File: src/rtl/prom_seq_pkg.sv
package prom_seq_pkg;

  // Position update chosen each cycle by the counter next-state logic.
  typedef enum logic [1:0] {
    OP_HOLD  = 2'd0,
    OP_BIT   = 2'd1,
    OP_WORD  = 2'd2,
    OP_CLEAR = 2'd3
  } pos_op_e;

endpackage

File: src/rtl/prom_rst_sync.sv
module prom_rst_sync (
  input  logic clk,
  input  logic arst_n,
  output logic srst_n
);

  logic [1:0] stage_q;

  always_ff @(posedge clk or negedge arst_n) begin
    if (!arst_n) stage_q <= 2'b00;
    else         stage_q <= {stage_q[0], 1'b1};
  end

  assign srst_n = stage_q[1];

endmodule

File: src/rtl/prom_bit_store.sv
module prom_bit_store #(
  parameter int DEPTH = 16,
  parameter int WIDTH = 8,
  localparam int AW = (DEPTH > 1) ? $clog2(DEPTH) : 1,
  localparam int BW = (WIDTH > 1) ? $clog2(WIDTH) : 1
) (
  input  logic             clk,
  input  logic             wr_en,
  input  logic [AW-1:0]    wr_addr,
  input  logic [WIDTH-1:0] wr_data,
  input  logic [AW-1:0]    rd_addr,
  input  logic [BW-1:0]    rd_bit,
  output logic             rd_data
);

  logic [WIDTH-1:0] words [DEPTH];
  logic [WIDTH-1:0] sel_word;

  for (genvar w = 0; w < DEPTH; w++) begin : g_word
    logic [WIDTH-1:0] word_q;
    logic             hit;

    assign hit = wr_en && (wr_addr == AW'(w));

    // storage cells carry no reset
    always_ff @(posedge clk) begin
      if (hit) word_q <= wr_data;
    end

    assign words[w] = word_q;
  end

  always_comb begin
    sel_word = words[rd_addr];
    rd_data  = sel_word[rd_bit];
  end

endmodule

File: src/rtl/prom_pos_ctr.sv
module prom_pos_ctr
  import prom_seq_pkg::*;
#(
  parameter int DEPTH = 16,
  parameter int WIDTH = 8,
  localparam int AW = (DEPTH > 1) ? $clog2(DEPTH) : 1,
  localparam int BW = (WIDTH > 1) ? $clog2(WIDTH) : 1
) (
  input  logic          clk,
  input  logic          rst_n,
  input  logic          clr,
  input  logic          adv,
  output logic [AW-1:0] addr,
  output logic [BW-1:0] bitpos,
  output logic          end_flag
);

  localparam logic [AW-1:0] LAST_A = AW'(DEPTH - 1);
  localparam logic [BW-1:0] LAST_B = BW'(WIDTH - 1);

  pos_op_e       op;
  logic [AW-1:0] addr_q, addr_d;
  logic [BW-1:0] bit_q, bit_d;
  logic          end_q, end_d;

  // next-state
  always_comb begin
    if (clr)                      op = OP_CLEAR;
    else if (adv && bit_q == LAST_B) op = OP_WORD;
    else if (adv)                 op = OP_BIT;
    else                          op = OP_HOLD;

    addr_d = addr_q;
    bit_d  = bit_q;
    end_d  = end_q;
    unique case (op)
      OP_CLEAR: begin
        addr_d = '0;
        bit_d  = '0;
        end_d  = 1'b0;
      end
      OP_BIT: begin
        bit_d = bit_q + 1'b1;
      end
      OP_WORD: begin
        bit_d = '0;
        if (addr_q == LAST_A) begin
          addr_d = '0;
          end_d  = 1'b1;
        end else begin
          addr_d = addr_q + 1'b1;
        end
      end
      default: ;
    endcase
  end

  // registers
  always_ff @(posedge clk or negedge rst_n) begin
    if (!rst_n) begin
      addr_q <= '0;
      bit_q  <= '0;
      end_q  <= 1'b0;
    end else if (op != OP_HOLD) begin
      addr_q <= addr_d;
      bit_q  <= bit_d;
      end_q  <= end_d;
    end
  end

  assign addr     = addr_q;
  assign bitpos   = bit_q;
  assign end_flag = end_q;

endmodule

File: src/rtl/prom_serial_seq.sv
module prom_serial_seq #(
  parameter int DEPTH = 16,
  parameter int WIDTH = 8,
  localparam int AW = (DEPTH > 1) ? $clog2(DEPTH) : 1,
  localparam int BW = (WIDTH > 1) ? $clog2(WIDTH) : 1
) (
  input  logic             clk,
  input  logic             rst_n,
  input  logic             cfg_rst,
  input  logic             ce_n,
  input  logic             wr_en,
  input  logic [AW-1:0]    wr_addr,
  input  logic [WIDTH-1:0] wr_data,
  output logic             sdata_o,
  output logic             sdata_en_o,
  output logic             end_o
);

  logic          rst_q_n;
  logic          live;
  logic          fill_we;
  logic          rd_data;
  logic [AW-1:0] rd_addr;
  logic [BW-1:0] rd_bit;

  prom_rst_sync u_rst (
    .clk    (clk),
    .arst_n (rst_n),
    .srst_n (rst_q_n)
  );

  // an edge qualifies only when selected, not restarting and out of reset
  assign live    = rst_q_n && !ce_n && !cfg_rst;
  assign fill_we = wr_en && cfg_rst;

  prom_pos_ctr #(.DEPTH(DEPTH), .WIDTH(WIDTH)) u_pos (
    .clk      (clk),
    .rst_n    (rst_q_n),
    .clr      (cfg_rst),
    .adv      (live),
    .addr     (rd_addr),
    .bitpos   (rd_bit),
    .end_flag (end_o)
  );

  prom_bit_store #(.DEPTH(DEPTH), .WIDTH(WIDTH)) u_store (
    .clk     (clk),
    .wr_en   (fill_we),
    .wr_addr (wr_addr),
    .wr_data (wr_data),
    .rd_addr (rd_addr),
    .rd_bit  (rd_bit),
    .rd_data (rd_data)
  );

  assign sdata_en_o = live;
  assign sdata_o    = live & rd_data;

endmodule

File: config.mk
export PLATFORM = sky130hd
export DESIGN_NAME = prom_serial_seq
export DESIGN_NICKNAME = d
export VERILOG_FILES = /design/src/rtl/prom_seq_pkg.sv /design/src/rtl/prom_rst_sync.sv /design/src/rtl/prom_bit_store.sv /design/src/rtl/prom_pos_ctr.sv /design/src/rtl/prom_serial_seq.sv
export SDC_FILE = /design/constraint.sdc
export NUM_CORES = 1
export LEC_CHECK = 0
export BUFFER_PORTS_ARGS = -buffer_cell sky130_fd_sc_hd__buf_2
export CORE_MARGIN = 5
export CORE_UTILIZATION = 45
export CTS_BUF_LIST = sky130_fd_sc_hd__clkbuf_4 sky130_fd_sc_hd__clkbuf_8
export CTS_CLUSTER_SIZE = 24
export DETAILED_ROUTE_END_ITERATION = 8
export PLACE_DENSITY_LB_ADDON = 0.12
export SLEW_MARGIN = 15
export SYNTH_ARGS = -nofsm -noshare
export SYNTH_HDL_FRONTEND = slang
export SYNTH_SLANG_ARGS = --single-unit
File: constraint.sdc
create_clock -name clk -period 2.5 [get_ports clk]
set_clock_uncertainty 0.15 [all_clocks]
set_input_delay 0.25 -clock clk [delete_from_list [all_inputs] [get_ports clk]]
set_output_delay 0.25 -clock clk [all_outputs]
set_load 0.005 [all_outputs]
==> flow_summary_export.csv, run 1 <==
group,metric,value,unit
min_path,hp-start,"wr_data[2]",
detailed_routing,drtIter0Drc,288,
synth,synth-edff-count,128,
finish,nets,399,
finish,multi_input_area,1510,sq um
finish,final_area,6780,sq um
min_path,holdCritPathClass,"input port to flop",
timing,slew_violations,0,
detailed_routing,post-route-drc-count,0,
clock_network,cts_tree,"done",
timing,hold_viol_final,0,
synth,post-synth-top-count-cell,"edfxtp_1",
critical_path,critical_path.cell_chain,"buf_6 > buf_12 > mux4_2 > mux2_4 > o21ai_2 > a21oi_2 > o22ai_2 > o22ai_2 > buf_2",
synth,synthFlopType,"edfxtp_1",
finish,final-seq-area,4100,sq um
finish,n_fill_cell,960,
detailed_routing,wl_per_cell,21.0,um
outcome,status,"finished, violations left",
die,row_count,40,
critical_path,cp.required,2.10,ns
synth,syn_area_per_cell,18.1,sq um
clock_network,clock_path_buffers,2,
critical_path,cpMaxStageDelayCell,"mux4_2",
critical_path,crit_start,"u_pos.addr[0]$_DFFE_PN0P_",
place,place_congestion,0.834,
critical_path,cpMostUsedCell,"o22ai_2",
finish,num_antenna_cells,0,
critical_path,ff2ff_path_depth,5,
place,portBuffers,19,
timing,setup_viol,1,
critical_path,end_kind,"output pin",
outcome,violations,"negative setup slack",
synth,ys_ff_latch,138,
clock_network,cts_buffers,17,
die,core-area,12100,sq um
critical_path,reg2reg_to,"u_pos.addr[2]$_DFFE_PN0P_",
timing,grt_setup_unrepaired,"true",
timing,finalCriticalPeriod,2.96,ns
finish,drive_gt1_share,35.5,%
clock_network,cts.clk_slew.worst_paths,0.07,ns
min_path,whs_endpoint,"u_store.g_word[6].word_q[2]$_DFFE_PP_",
detailed_routing,detail-route-antenna-nets,0,
die,die_area,14800,sq um
global_routing,grt_pass1_vias,3154,
synth,synth_top_cell_area_share,68.5,%
synth,synth.distinct_cells,38,
synth,seq_area_frac_synth,73.0,%
critical_path,max_stage_delay,0.51,ns
synth,synthTopCellsByArea,"edfxtp_1 (68%), mux4_2 (5.6%), mux4_1 (4.7%), dfrtp_1 (4.5%), mux2i_1 (2.9%)",
clock_network,clock_latency,0.44,ns
job,cap_violations,0,
die,start_util,46.3,%
die,die_h,122,um
critical_path,critPathArrivalTime,2.56,ns
detailed_routing,wl_met1,5300,um
detailed_routing,wl_met2,5790,um
critical_path,crit_type,"flop to output pin",
critical_path,reg2reg_from,"u_pos.bitpos[0]$_DFFE_PN0P_",
place,dp_hpwl,7520,um
timing,final.period_utilization,118,%
power_and_ir_drop,powerDensity,674,nW/um^2
detailed_routing,routed-wl-met3,515,um
synth,synthesis.area,5610,sq um
synth,synthCells,310,
die,ios,20,
clock_network,htreeDepth,4,
synth,synth_area_leader_cell,"edfxtp_1",
power_and_ir_drop,vdd_drop_max,0.441,mV
global_routing,grt_pass1_wl,18200,um
detailed_routing,dr_total_vias,3043,
clock_network,cts_num_sinks,138,
detailed_routing,routed_wl,11800,um
global_routing,grt_antenna_before_repair,0,
finish,areaGrowthSynthToFinish,20.8,%
power_and_ir_drop,leakage,2.24,nW
critical_path,cp-start-kind,"flop",
synth,synth_common_cells,"edfxtp_1 (128), nor2_1 (25), mux2i_1 (16)",
detailed_routing,top_layer,"met4",
die,die_x,122,um
critical_path,path_max_fanout,6,
global_routing,grt_start_max_net_pins,22,
global_routing,grt_overflow,0,
clock_network,root_buffer,"clkbuf_8",
detailed_routing,first_pass_iters,4,
synth,async_flop_share,7.25,%
synth,syn_nets,330,
global_routing,grt_use_total,17.2,%
critical_path,cp_top_family,"multiplexers",
synth,yosys_warnings,0,
detailed_routing,vias_per_cell,5.43,
critical_path,path_buf_inv,3,
timing,finalWorstSetupSlack,-0.459,ns
timing,fmax,0.338,GHz
min_path,hold_depth,1,
critical_path,rrSetupSlack,0.55,ns
place,dpl_cell_area,6050,sq um
timing,tns,-0.459,ns
-- worst max-delay path by stage --
stage                     cells after the start  endpoint
after floorplan                               7   sdata_o
after global placement                        9   sdata_o
after detailed placement                      7   sdata_o
after CTS                                     8   sdata_o
after global routing                          9   sdata_o
final                                         9   sdata_o
-- cells in the final DEF, fill, tap and decap left out, types with 5 or more instances in the layout --
master | netlist | layout
mux2i_1 | 16 | 15
mux4_2 | 14 | 20
nand2b_1 | 5 | 5
buf_4 | 7 | 34
clkbuf_8 | 0 | 17
nand3_1 | 11 | 11
nor3_1 | 11 | 9
nand2_1 | 9 | 9
dfrtp_1 | 10 | 8
nor2_1 | 25 | 25
buf_2 | 2 | 19
buf_6 | 2 | 6
edfxtp_1 | 128 | 128
a21oi_1 | 7 | 6
-- kinds of logic after synthesis --
| kind of cell | share of synthesized area (%) |
|---|---|
| other | 0.0668 |
| AOI/OAI and AO/OA | 3.79 |
| adders and majority gates | 0.669 |
| muxes | 13.6 |
| and+or+nand+nor | 6.69 |
| buffers and inverters | 2.27 |
| DFF | 73.0 |
-- power by group --
group          total [mW]  switching, mW  internal, mW
Sequential           2.56         0.0130          2.55
Clock                1.89          0.809          1.08
Combinational       0.116         0.0770        0.0393
-- per-layer routing --
metal,up-vias,global-route usage [%]
li1,1394,-
met1,1557,23.0
met2,79,27.2
met3,13,4.46
met4,0,6.30
met5,-,0
-- worst reg2reg max path, delay by kind of cell (launching register included) --
family,cells,cell delay (ns)
AO/OA/AOI/OAI,1,0.15
flip-flops,1,0.65
adder cells (fa/ha/maj),2,0.53
AND/OR/NAND/NOR,2,0.41
-- per-stage QoR --
| step | hold WS (ns) | power, mW | worst slack [ns] | cells | util [%] |
|---|---|---|---|---|---|
| after global placement | -0.114 | 2.72 | -0.0675 | 513 | 50.0 |
| final | 0.0469 | 4.57 | -0.459 | 560 | 56.0 |
| after global routing | 0.0223 | 4.72 | -0.569 | 560 | 56.0 |
| after floorplan | -0.196 | 2.65 | 0.317 | 310 | - |
| after CTS | 0.0126 | 4.60 | -0.446 | 559 | 55.4 |
| after detailed placement | -0.110 | 2.72 | -0.0550 | 513 | 50.0 |
-- registers in the layout (all words and copies together) (netlist names) --
signal,count
u_pos.end_flag,1
u_rst.stage_q,2
u_pos.bitpos,3
u_pos.addr,4
u_store.g_word.word_q,128
-- area by class of cell --
| type | count | share of cell area [%] |
|---|---|---|
| sequential | 138 | 60.4 |
| multi-input combinational | 154 | 22.3 |
| timing repair buffer | 66 | 7.83 |
| clock buffer | 18 | 3.56 |
| tap | 168 | 3.10 |
| clock inverter | 14 | 2.64 |
| inverter | 2 | 0.111 |
-- timing repair --
action                                  in CTS  in global routing
hold endpoints to repair                     7                  0
endpoints found under the setup margin       1                  1
gates resized for setup                     34                 11
hold buffers                                 3                  0
pin swaps                                   11                  5
gates cloned                                 1                  0
setup buffers                               11                  1
No activity file was read; power rests on OpenSTA's default activity.
==> run 2, diff against run 1 <==
==> constraint.sdc (replaced) <==
create_clock -name clk -period 3.35 [get_ports clk]
set_clock_uncertainty 0.15 [all_clocks]
set_input_delay 0.335 -clock clk [delete_from_list [all_inputs] [get_ports clk]]
set_output_delay 0.335 -clock clk [all_outputs]
set_load 0.005 [all_outputs]
==> flow_summary_export.csv, run 2 (same netlist as run 1, synthesis figures left out) <==
group,metric,value,unit
power_and_ir_drop,p_sw,0.666,mW
timing,grt_setup_unrepaired,"false",
critical_path,path_max_fanout,11,
critical_path,critical_path.cell_chain,"buf_4 > mux4_1 > mux2_2 > o21ai_0 > a21oi_1 > o22ai_2 > o22ai_1 > buf_2",
detailed_routing,detail-route-antenna-nets,0,
place,dp_hpwl,7310,um
timing,worst_slew_pin_slew,0.978,ns
clock_network,cts.clk_slew.worst_paths,0.07,ns
finish,largest_reg_flops,128,
global_routing,grt_pass1_vias,2865,
power_and_ir_drop,p_clk_share,38.6,%
detailed_routing,drtIter0Drc,250,
critical_path,crit_type,"flop to output pin",
global_routing,grt-busiest-layer,"met2",
timing,hold_viol_final,3,
place,place_congestion,0.795,
power_and_ir_drop,switching_share,20.6,%
global_routing,grt_start_max_net_pins,22,
outcome,status,"finished, violations left",
global_routing,grt_pass1_wl,17000,um
clock_network,root_buffer,"clkbuf_8",
global_routing,use_met3,4.09,%
die,core-area,12100,sq um
clock_network,clock_latency,0.43,ns
power_and_ir_drop,vdd_drop_max,0.265,mV
global_routing,grtUsageMet1,21.5,%
critical_path,end_kind,"output pin",
clock_network,cts_tree,"done",
finish,drive_gt1_share,22.7,%
critical_path,cp.required,2.86,ns
critical_path,cp_top_family,"multiplexers",
outcome,violations,"negative hold slack",
detailed_routing,first_pass_iters,4,
critical_path,critPathArrivalTime,2.62,ns
finish,layout_common_cells,"edfxtp_1 (128), nor2_1 (25), buf_2 (19)",
die,die_x,122,um
detailed_routing,routed_wl,11200,um
detailed_routing,post-route-drc-count,0,
critical_path,crit_start,"u_pos.addr[0]$_DFFE_PN0P_",
timing,slew_violations,0,
finish,num_antenna_cells,0,
timing,whs,-0.000594,ns
timing,slew_headroom,34.5,%
finish,n_fill_cell,1021,
timing,fmax,0.322,GHz
finish,final_common_cell,"edfxtp_1",
clock_network,cts_buffers,17,
finish,nets,366,
clock_network,cts_num_sinks,138,
clock_network,htreeDepth,4,
clock_network,clock_path_buffers,2,
detailed_routing,dr_total_vias,2863,
power_and_ir_drop,seqPwrFrac,59.1,%
min_path,holdCritPathClass,"flop to asynchronous set/reset pin",
place,portBuffers,19,
die,row_count,40,
detailed_routing,wl_per_cell,21.3,um
detailed_routing,vias_per_cell,5.45,
die,die_h,122,um
global_routing,grt_overflow,0,
timing,setup_viol,0,
critical_path,cpMaxStageDelayCell,"mux4_1",
finish,top_register,"u_store.g_word.word_q",
critical_path,cp-start-kind,"flop",
power_and_ir_drop,powerDensity,515,nW/um^2
die,start_util,46.3,%
die,die_area,14800,sq um
global_routing,use_met2,25.7,%
critical_path,max_stage_delay,0.55,ns
global_routing,grt_use_total,16.2,%
critical_path,path_buf_inv,2,
power_and_ir_drop,leakage,1.99,nW
finish,areaGrowthSynthToFinish,11.9,%
power_and_ir_drop,p_int,2.57,mW
timing,tns,0,ns
timing,finalCriticalPeriod,3.11,ns
power_and_ir_drop,p_comb_share,2.3,%
die,ios,20,
timing,final.period_utilization,92.7,%
global_routing,grt_antenna_before_repair,0,
critical_path,reg2reg_from,"u_rst.stage_q[1]$_DFF_PN0_",
job,cap_violations,0,
-- run 2: metrics by stage --
step | instance area, sq um | utilization [%] | cells | total power, mW | worst slack [ns]
2_1_floorplan | 5610 | - | 310 | 1.98 | 1.08
3_3_place_gp | 5870 | 48.5 | 491 | 2.02 | 0.501
3_5_place_dp | 5870 | 48.5 | 491 | 2.03 | 0.488
4_1_cts | 6250 | 51.6 | 522 | 3.27 | 0.00418
5_1_grt | 6280 | 51.8 | 525 | 3.36 | 0.0667
6_report | 6280 | 51.8 | 525 | 3.24 | 0.245
-- run 2: worst register-to-register path, delay by kind of cell (launching register included) --
family | cells | cell delay [ns]
AND/OR/NAND/NOR | 4 | 1.01
AO/OA/AOI/OAI | 1 | 0.10
flip-flops | 1 | 0.56
-- run 2: layer usage --
metal | wire length (um) | share of wire [%]
met5 | 0 | 0
met4 | 138 | 1.2
met3 | 505 | 4.5
met2 | 5570 | 50
met1 | 4990 | 45
-- run 2: path summary, 6_finish.rpt --
path | endpoint | slack (ns) | depth (start not counted)
setup reg to reg | u_pos.addr[3]$_DFFE_PN0P_ | 1.41 | 5
hold reg to reg | u_pos.addr[0]$_DFFE_PN0P_ | -0.0006 | 0
setup / recovery | sdata_o | 0.24 | 8
min in group clk | u_pos.addr[2]$_DFFE_PN0P_ | 0.07 | 2
max in group asynchronous | u_pos.addr[0]$_DFFE_PN0P_ | 2.75 | 0
hold / removal | u_pos.addr[0]$_DFFE_PN0P_ | -0.0006 | 0
-- run 2: cell type report --
type	instances	area, sq um	share of cell area [%]
multi-input combinational	154	1390	22.1
sequential	138	4100	65.3
inverter	2	7.51	0.120
clock buffer	17	234	3.73
tap	168	210	3.35
clock inverter	13	131	2.09
timing repair buffer	33	206	3.29
-- run 2: power by group through the flow --
stage / logic [mW] / registers, mW / clock network, mW
finish: 0.0750 / 1.91 / 1.25
floorplan: 0.0302 / 1.95 / 0
global route: 0.0834 / 1.91 / 1.36
CTS: 0.0761 / 1.91 / 1.28
global placement: 0.0728 / 1.95 / 0
detailed placement: 0.0750 / 1.95 / 0
-- run 2: timing repair --
| item | 4_1_cts | 5_1_grt |
|---|---|---|
| resized for setup | 0 | 3 |
| setup buffers | 0 | 3 |
| endpoints found under the setup margin | 0 | 1 |
| endpoints found under the hold margin | 2 | 0 |
| hold buffers | 1 | 0 |
